$ cat config.mk
export PLATFORM = sky130hd
export DESIGN_NAME = thermal_trip
export DESIGN_NICKNAME = d
export VERILOG_FILES = /design/src/rtl/thermal_trip.sv
export SDC_FILE = /design/constraint.sdc
export NUM_CORES = 1
export LEC_CHECK = 0
export CAP_MARGIN = 0
export CORE_MARGIN = 3
export CORE_UTILIZATION = 45
export DETAILED_ROUTE_END_ITERATION = 8
export PLACE_DENSITY_LB_ADDON = 0.3
export RECOVER_POWER = 50
export SLEW_MARGIN = 20
export SYNTH_ARGS = -nofsm -noshare
export SYNTH_HDL_FRONTEND = slang
export SYNTH_SLANG_ARGS = --single-unit
$ cat constraint.sdc
create_clock -name clk -period 3.85 [get_ports clk]
set_input_delay 0.77 -clock clk [delete_from_list [all_inputs] [get_ports clk]]
set_output_delay 0.77 -clock clk [all_outputs]
set_load 0.01 [all_outputs]
$ cat src/rtl/thermal_trip.sv
module thermal_trip #(
  parameter int W = 16,
  parameter int PAD = 4,
  parameter logic [W-1:0] HI_RST = 16'h5000,
  parameter logic [W-1:0] LO_RST = 16'h4B00
) (
  input  logic         clk,
  input  logic         rst_n,
  input  logic         smp_vld,
  input  logic [W-1:0] smp_temp,
  input  logic [1:0]   res_sel,
  input  logic         hi_we,
  input  logic         lo_we,
  input  logic [W-1:0] lim_wdata,
  output logic [W-1:0] hi_lim,
  output logic [W-1:0] lo_lim,
  output logic         alarm
);
  localparam int SW = W - PAD;

  logic [SW-1:0] hi_q, lo_q;
  logic [W-1:0]  mask;
  logic signed [W-1:0] s_m, hi_m, lo_m;
  logic trip, release_c;

  assign hi_lim = {hi_q, {PAD{1'b0}}};
  assign lo_lim = {lo_q, {PAD{1'b0}}};

  // keep bits 15:(7-res_sel)
  assign mask = {W{1'b1}} << (PAD + 3 - int'(res_sel));

  assign s_m  = $signed(smp_temp & mask);
  assign hi_m = $signed(hi_lim & mask);
  assign lo_m = $signed(lo_lim & mask);

  assign trip      = s_m >= hi_m;
  assign release_c = s_m < lo_m;

  always_ff @(posedge clk or negedge rst_n) begin
    if (!rst_n) begin
      hi_q <= HI_RST[W-1:PAD];
      lo_q <= LO_RST[W-1:PAD];
    end else begin
      if (hi_we) hi_q <= lim_wdata[W-1:PAD];
      if (lo_we) lo_q <= lim_wdata[W-1:PAD];
    end
  end

  always_ff @(posedge clk or negedge rst_n) begin
    if (!rst_n)
      alarm <= 1'b0;
    else if (smp_vld) begin
      if (trip)
        alarm <= 1'b1;
      else if (release_c)
        alarm <= 1'b0;
    end
  end

  AST_LOW_NIBBLE_ZERO: assert property (@(posedge clk) disable iff (!rst_n)
    hi_lim[PAD-1:0] == '0 && lo_lim[PAD-1:0] == '0);
  AST_WRITE_LOADS: assert property (@(posedge clk) disable iff (!rst_n)
    hi_we |=> hi_lim[W-1:PAD] == $past(lim_wdata[W-1:PAD]));
  AST_TRIP_SETS: assert property (@(posedge clk) disable iff (!rst_n)
    (smp_vld && trip) |=> alarm);
  AST_HOLD_IN_BAND: assert property (@(posedge clk) disable iff (!rst_n)
    (alarm && smp_vld && !release_c) |=> alarm);
  AST_IDLE_HOLDS: assert property (@(posedge clk) disable iff (!rst_n)
    !smp_vld |=> $stable(alarm));
  AST_NEG_NO_TRIP: assert property (@(posedge clk) disable iff (!rst_n)
    (smp_vld && smp_temp[W-1] && !hi_lim[W-1] && !alarm) |=> !alarm);
endmodule

Word level (Yosys, flattened, before mapping)
Cells that the tools add are included.
{"block": "word_totals", "regBits": 25, "input_bits": 39, "out_inout_bits": 33, "wordCells": 14}
{"block": "op_classes", "n_addsub": 1, "order_cmp": 2, "n_shift": 1, "mux": 2, "bitwise_logic": 3, "n_reduce_logical": 2}
{"operator": "bitwise AND 16 bit", "n": 3}
{"operator": "left shift 16 x 32 -> 16 bit (first input constant)", "n": 1}
{"operator": "greater-or-equal comparator 16 bit", "n": 1}
{"operator": "less-than comparator 16 bit", "n": 1}
{"operator": "subtractor 3 x 2 -> 4 bit (first input constant)", "n": 1}
{"operator": "2-to-1 mux 1 bit", "n": 2}
{"operator": "AND reduction 2 bit", "n": 1}
{"operator": "nonzero test 2 bit", "n": 1}

Logic depth before layout (Yosys ltp)
{"block": "logic_depth", "word_depth": 6, "depth_mapped": 9, "depth_no_buf": 8}

Least setup slack after synthesis
Ideal clock, no wire load.
{"block": "synth_path", "path_type": "input -> register", "start": "input res_sel[1]", "end": "register alarm", "setup_time_ns": 0.124, "t_arrival_ns": 2.582, "t_required_ns": 3.726, "path_slack_ns": 1.144, "path_stages": 9, "n_path_buf": 1, "cell_sequence": "buf_6 -> and2_2 -> ha_1 -> nor2b_1 -> o31ai_1 -> nand3b_1 -> a211oi_2 -> mux2_1 -> a211o_1"}
{"block": "synth_between", "elab_chain_cells": 6, "elab_cells_between_ends": 10, "classes_between": "add/sub: 1; order compare: 2; shift: 1; mux: 1; bitwise: 3; reduce/logical: 2"}
{"item": "start: declaration", "line_no": "11", "source": "input logic [1:0] res_sel,"}
{"item": "subtractor 3 x 2 -> 4 bit *", "line_no": "30", "source": "assign mask = {W{1'b1}} << (PAD + 3 - int'(res_sel));"}
{"item": "left shift 16 x 32 -> 16 bit *", "line_no": "30"}
{"item": "bitwise AND 16 bit (on tied branches)", "line_no": "32, 33, 34"}
{"item": "greater-or-equal comparator 16 bit / less-than comparator 16 bit (equally long branches)", "line_no": "36, 37"}
{"item": "nonzero test 2 bit (no source line)"}
{"item": "AND reduction 2 bit (no source line)"}
{"item": "end signal: assignment", "line_no": "51", "source": "alarm <= 1'b0;"}
{"item": "end signal: assignment", "line_no": "54", "source": "alarm <= 1'b1;"}
{"item": "end signal: assignment", "line_no": "56", "source": "alarm <= 1'b0;"}
{"item": "end: declaration", "line_no": "17", "source": "output logic alarm"}
Every way passes the cells marked *; elsewhere a longest branch is shown, timed or not.
A chain may end at the register's enable or synchronous reset.

Worst setup path after layout
Ends and elaborated chain as after synthesis.

==> impl_metrics.prom <==
# TYPE chip_impl_metric gauge
chip_impl_metric{name="groute.usage.overall",unit="%"} 16.84
chip_impl_metric{name="cts-root-to-sink-buffers",unit=""} 2
chip_impl_metric{name="finalHoldViolations",unit=""} 0
chip_impl_metric{name="internal-power",unit="uW"} 455.3
chip_impl_metric{name="synth.yosys.warnings",unit=""} 0
chip_impl_metric{name="synthCells",unit=""} 170
chip_impl_metric{name="fp.dieH",unit="um"} 65.59
chip_impl_metric{name="finish.instance_area",unit="um^2"} 2170
chip_impl_metric{name="setup_viol",unit=""} 0
chip_impl_metric{name="comb_power_share",unit="%"} 34.3
chip_impl_metric{name="avgRoutedWirePerCell",unit="um"} 12.43
chip_impl_metric{name="grt_pass1_wl",unit="mm"} 5.858
chip_impl_metric{name="power.clock.fraction",unit="%"} 18.3
chip_impl_info{name="hold_path.class",value="reg2reg"} 1
chip_impl_metric{name="drt_wirelength",unit="mm"} 3.355
chip_impl_metric{name="grt_start_max_net_pins",unit=""} 25
chip_impl_metric{name="floorplan.die.width",unit="um"} 65.59
chip_impl_metric{name="layout-drive-gt1-share",unit="%"} 8.482
chip_impl_metric{name="critPathRequiredTime",unit="ps"} 4070
chip_impl_metric{name="core_area",unit="um^2"} 3390
chip_impl_metric{name="sequentialPowerShare",unit="%"} 47.4
chip_impl_metric{name="dr_total_vias",unit=""} 1335
chip_impl_metric{name="post-layout-total-power",unit="uW"} 651.2
chip_impl_metric{name="initial_utilization",unit="%"} 47.14
chip_impl_metric{name="area_of_the_mapped_netlist",unit="um^2"} 1598
chip_impl_metric{name="path_clk_slew",unit="ps"} 130
chip_impl_metric{name="leakagePower",unit="nW"} 0.9838
chip_impl_metric{name="postSynthRegisterBits",unit=""} 25
chip_impl_metric{name="fillers",unit=""} 292
chip_impl_metric{name="synth_top_cell_area_share",unit="%"} 29.76
chip_impl_metric{name="final_min_period_over_clock_period",unit="%"} 78.43
chip_impl_info{name="startpoint_to_endpoint_class_of_the_critical_path",value="in2reg"} 1
chip_impl_metric{name="worst-endpoint-arrival",unit="ps"} 3240
chip_impl_info{name="cts_tree",value="built"} 1
chip_impl_metric{name="ios",unit=""} 72
chip_impl_metric{name="cts_hold_buf",unit=""} 0
chip_impl_metric{name="setup_tns",unit="ps"} 0
chip_impl_metric{name="placement_rows",unit=""} 21
chip_impl_metric{name="synth-seq-area-share",unit="%"} 39.62
chip_impl_metric{name="number_of_global_route_vias_before_repair",unit=""} 1338
chip_impl_metric{name="global_route.overflow_total",unit=""} 0
chip_impl_metric{name="drv_slew",unit=""} 0
chip_impl_metric{name="drt_pass1_iterations",unit=""} 4
chip_impl_metric{name="vdd_ir_drop_max",unit="V"} 0.0001686
chip_impl_metric{name="vias_per_cell",unit=""} 4.944
chip_impl_info{name="rsz_0062_raised_after_global_routing",value="no"} 1
chip_impl_metric{name="asyncSetResetFlopFracSynth",unit="%"} 100.0
chip_impl_info{name="result_of_the_run",value="finished, final reports clean"} 1
chip_impl_metric{name="cts-htree-levels",unit=""} 1
chip_impl_info{name="synth.area.top_cells",value="sky130_fd_sc_hd__dfrtp_1, sky130_fd_sc_hd__ha_1, sky130_fd_sc_hd__dfstp_2"} 1
chip_impl_metric{name="grt_antenna_before_repair",unit=""} 0
chip_impl_info{name="ys_dominant_reg_cell",value="sky130_fd_sc_hd__dfrtp_1"} 1
chip_impl_metric{name="gp_congestion",unit=""} 0.7940
chip_impl_metric{name="detail-route-antenna-nets",unit=""} 0
chip_impl_metric{name="cts_resized",unit=""} 0
chip_impl_metric{name="cts_sinks",unit=""} 25
chip_impl_metric{name="total_power_divided_by_cell_area",unit="nW/um^2"} 300.2
chip_impl_metric{name="synth_edf_count",unit=""} 0
chip_impl_metric{name="antenna_diode_instance_count",unit=""} 0
chip_impl_metric{name="p_switching",unit="uW"} 195.9
chip_impl_metric{name="synth.avg_cell_area",unit="um^2"} 9.399
chip_impl_info{name="startpoint_type",value="input port"} 1
chip_impl_info{name="synth.largest_area_cell",value="sky130_fd_sc_hd__dfrtp_1"} 1
chip_impl_metric{name="power.switching_fraction",unit="%"} 30.09
chip_impl_metric{name="critical_path.max_fanout",unit=""} 10
chip_impl_metric{name="remaining_drc_errors",unit=""} 0
chip_impl_metric{name="drt-initial-drc-count",unit=""} 39
chip_impl_metric{name="die_area",unit="um^2"} 4301
chip_impl_metric{name="worst_pin_slew",unit="ps"} 1276
chip_impl_metric{name="post_synth_num_cell_types",unit=""} 34
chip_impl_info{name="clk_root_buffer_cell",value="sky130_fd_sc_hd__clkbuf_4"} 1
chip_impl_metric{name="max-cap-violations",unit=""} 0
chip_impl_info{name="endpoint_kind",value="flop"} 1
chip_impl_metric{name="placed_cell_area",unit="um^2"} 2153
chip_impl_metric{name="numPortBuffers",unit=""} 55
chip_impl_metric{name="half_perimeter_wire_length_of_the_detailed_placement_result",unit="mm"} 2.644
chip_impl_metric{name="area_growth",unit="%"} 35.79
chip_impl_metric{name="clkLatencyLatePin",unit="ps"} 320
chip_impl_metric{name="final.setup_skew",unit="ps"} 6.881
chip_impl_metric{name="finalNetCount",unit=""} 285
chip_impl_metric{name="cts_inserted_buffers",unit=""} 3
chip_impl_metric{name="timing.fmax",unit="MHz"} 331.2
chip_impl_metric{name="cts.repair_timing.setup_buffer_count",unit=""} 0
chip_impl_metric{name="timing.max_slew.rel_slack",unit="%"} 14.90
chip_impl_metric{name="period_needed",unit="ps"} 3020
## cell usage after synthesis (all sizes together), types with 2 or more instances
cell type / instances
ha: 21
nand3: 5
nand2: 22
mux2: 7
nor2b: 2
dfstp: 6
nand4b: 2
buf: 9
dfrtp: 19
o21ai: 23
inv: 19
clkbuf: 4
a21o: 3
nand4: 3
nor2: 3
a21oi: 6
## critical path, stage by stage
cell and delay [ps]:
sky130_fd_sc_hd__clkdlybuf4s50_1 560, sky130_fd_sc_hd__and2_2 270, sky130_fd_sc_hd__ha_1 310, sky130_fd_sc_hd__nor2b_1 150, sky130_fd_sc_hd__o31ai_1 230, sky130_fd_sc_hd__nand3b_1 130
sky130_fd_sc_hd__a211oi_2 200, sky130_fd_sc_hd__mux2_1 340, sky130_fd_sc_hd__a211o_1 290
## state kept, by name, indices dropped and copies added (netlist names)
register / cells
hi_q: 12
alarm: 1
lo_q: 12
## placed cells by master, fill, tap and decap left out, types with 5 or more instances in the layout
cell                              Yosys  routed
sky130_fd_sc_hd__clkdlybuf4s50_1      0      52
sky130_fd_sc_hd__inv_1               19      19
sky130_fd_sc_hd__dfstp_2              6       6
sky130_fd_sc_hd__o21ai_0             23      23
sky130_fd_sc_hd__dfrtp_1             19      19
sky130_fd_sc_hd__a21oi_1              6       6
sky130_fd_sc_hd__nand2_1             22      22
sky130_fd_sc_hd__ha_1                21      21
sky130_fd_sc_hd__conb_1               1       8
sky130_fd_sc_hd__mux2_2               6       6
sky130_fd_sc_hd__nand3_1              5       5
## through the flow
| step | std cells | worst slack (ps) | hold WS (ps) | util (%) |
|---|---|---|---|---|
| finish | 270 | 830.3 | 517.5 | 64.01 |
| global route | 270 | 720.3 | 532.3 | 64.01 |
| CTS | 270 | 850.6 | 521.2 | 64.30 |
| detailed placement | 266 | 512.1 | 509.6 | 63.53 |
| global placement | 266 | 569.4 | 497.2 | 63.53 |
| floorplan | 177 | 1144 | 474.4 | - |
## layout make-up
cell class	instances	area, um^2	share of cell area (%)
multi-input combinational	120	833.3	38.41
sequential	25	633.1	29.18
timing repair buffer	56	548.0	25.26
inverter	19	71.32	3.287
tap	46	57.56	2.653
clock buffer	4	26.28	1.211
## path summary, 6_finish.rpt
kind                       slack, ps  cells past startpoint                 start              endpoint
max in group asynchronous       2410                      1                 rst_n     alarm$_DFFE_PN0P_
max reg2reg                     1640                      8   hi_q[1]$_DFFE_PN0P_     alarm$_DFFE_PN0P_
min                              520                      2  hi_q[10]$_DFFE_PN1P_  hi_q[10]$_DFFE_PN1P_
min in group asynchronous        700                      1                 rst_n   hi_q[5]$_DFFE_PN0P_
min reg2reg                      520                      2  hi_q[10]$_DFFE_PN1P_  hi_q[10]$_DFFE_PN1P_
max                              830                      9            res_sel[1]     alarm$_DFFE_PN0P_
## routing by layer
metal	track usage [%]	vias up	share of wire [%]
met4	3.109	0	0.54
met2	29.58	39	46
met5	0	-	0
met3	2.051	2	5.1
met1	22.29	614	49
li1	-	680	-
## cells by family after synthesis
| kind of cell | count (synthesis) | share of synthesized area [%] |
|---|---|---|
| AOI/OAI and AO/OA | 39 | 14.72 |
| xor gates and xnor gates | 1 | 0.5483 |
| adders and majority gates | 21 | 16.44 |
| buffers and inverters | 32 | 9.867 |
| DFF | 25 | 39.62 |
| muxes | 7 | 4.933 |
| other | 1 | 0.2347 |
| and+or+nand+nor | 44 | 13.63 |
## power by group through the flow
stage               clock [mW]  sequential [mW]  combinational (mW)
floorplan                    0            0.325               0.105
global placement             0            0.313               0.223
detailed placement           0            0.314               0.226
CTS                      0.123            0.309               0.228
global route             0.136            0.312               0.251
finish                   0.119            0.309               0.223
(Power assumes the default switching activity.)
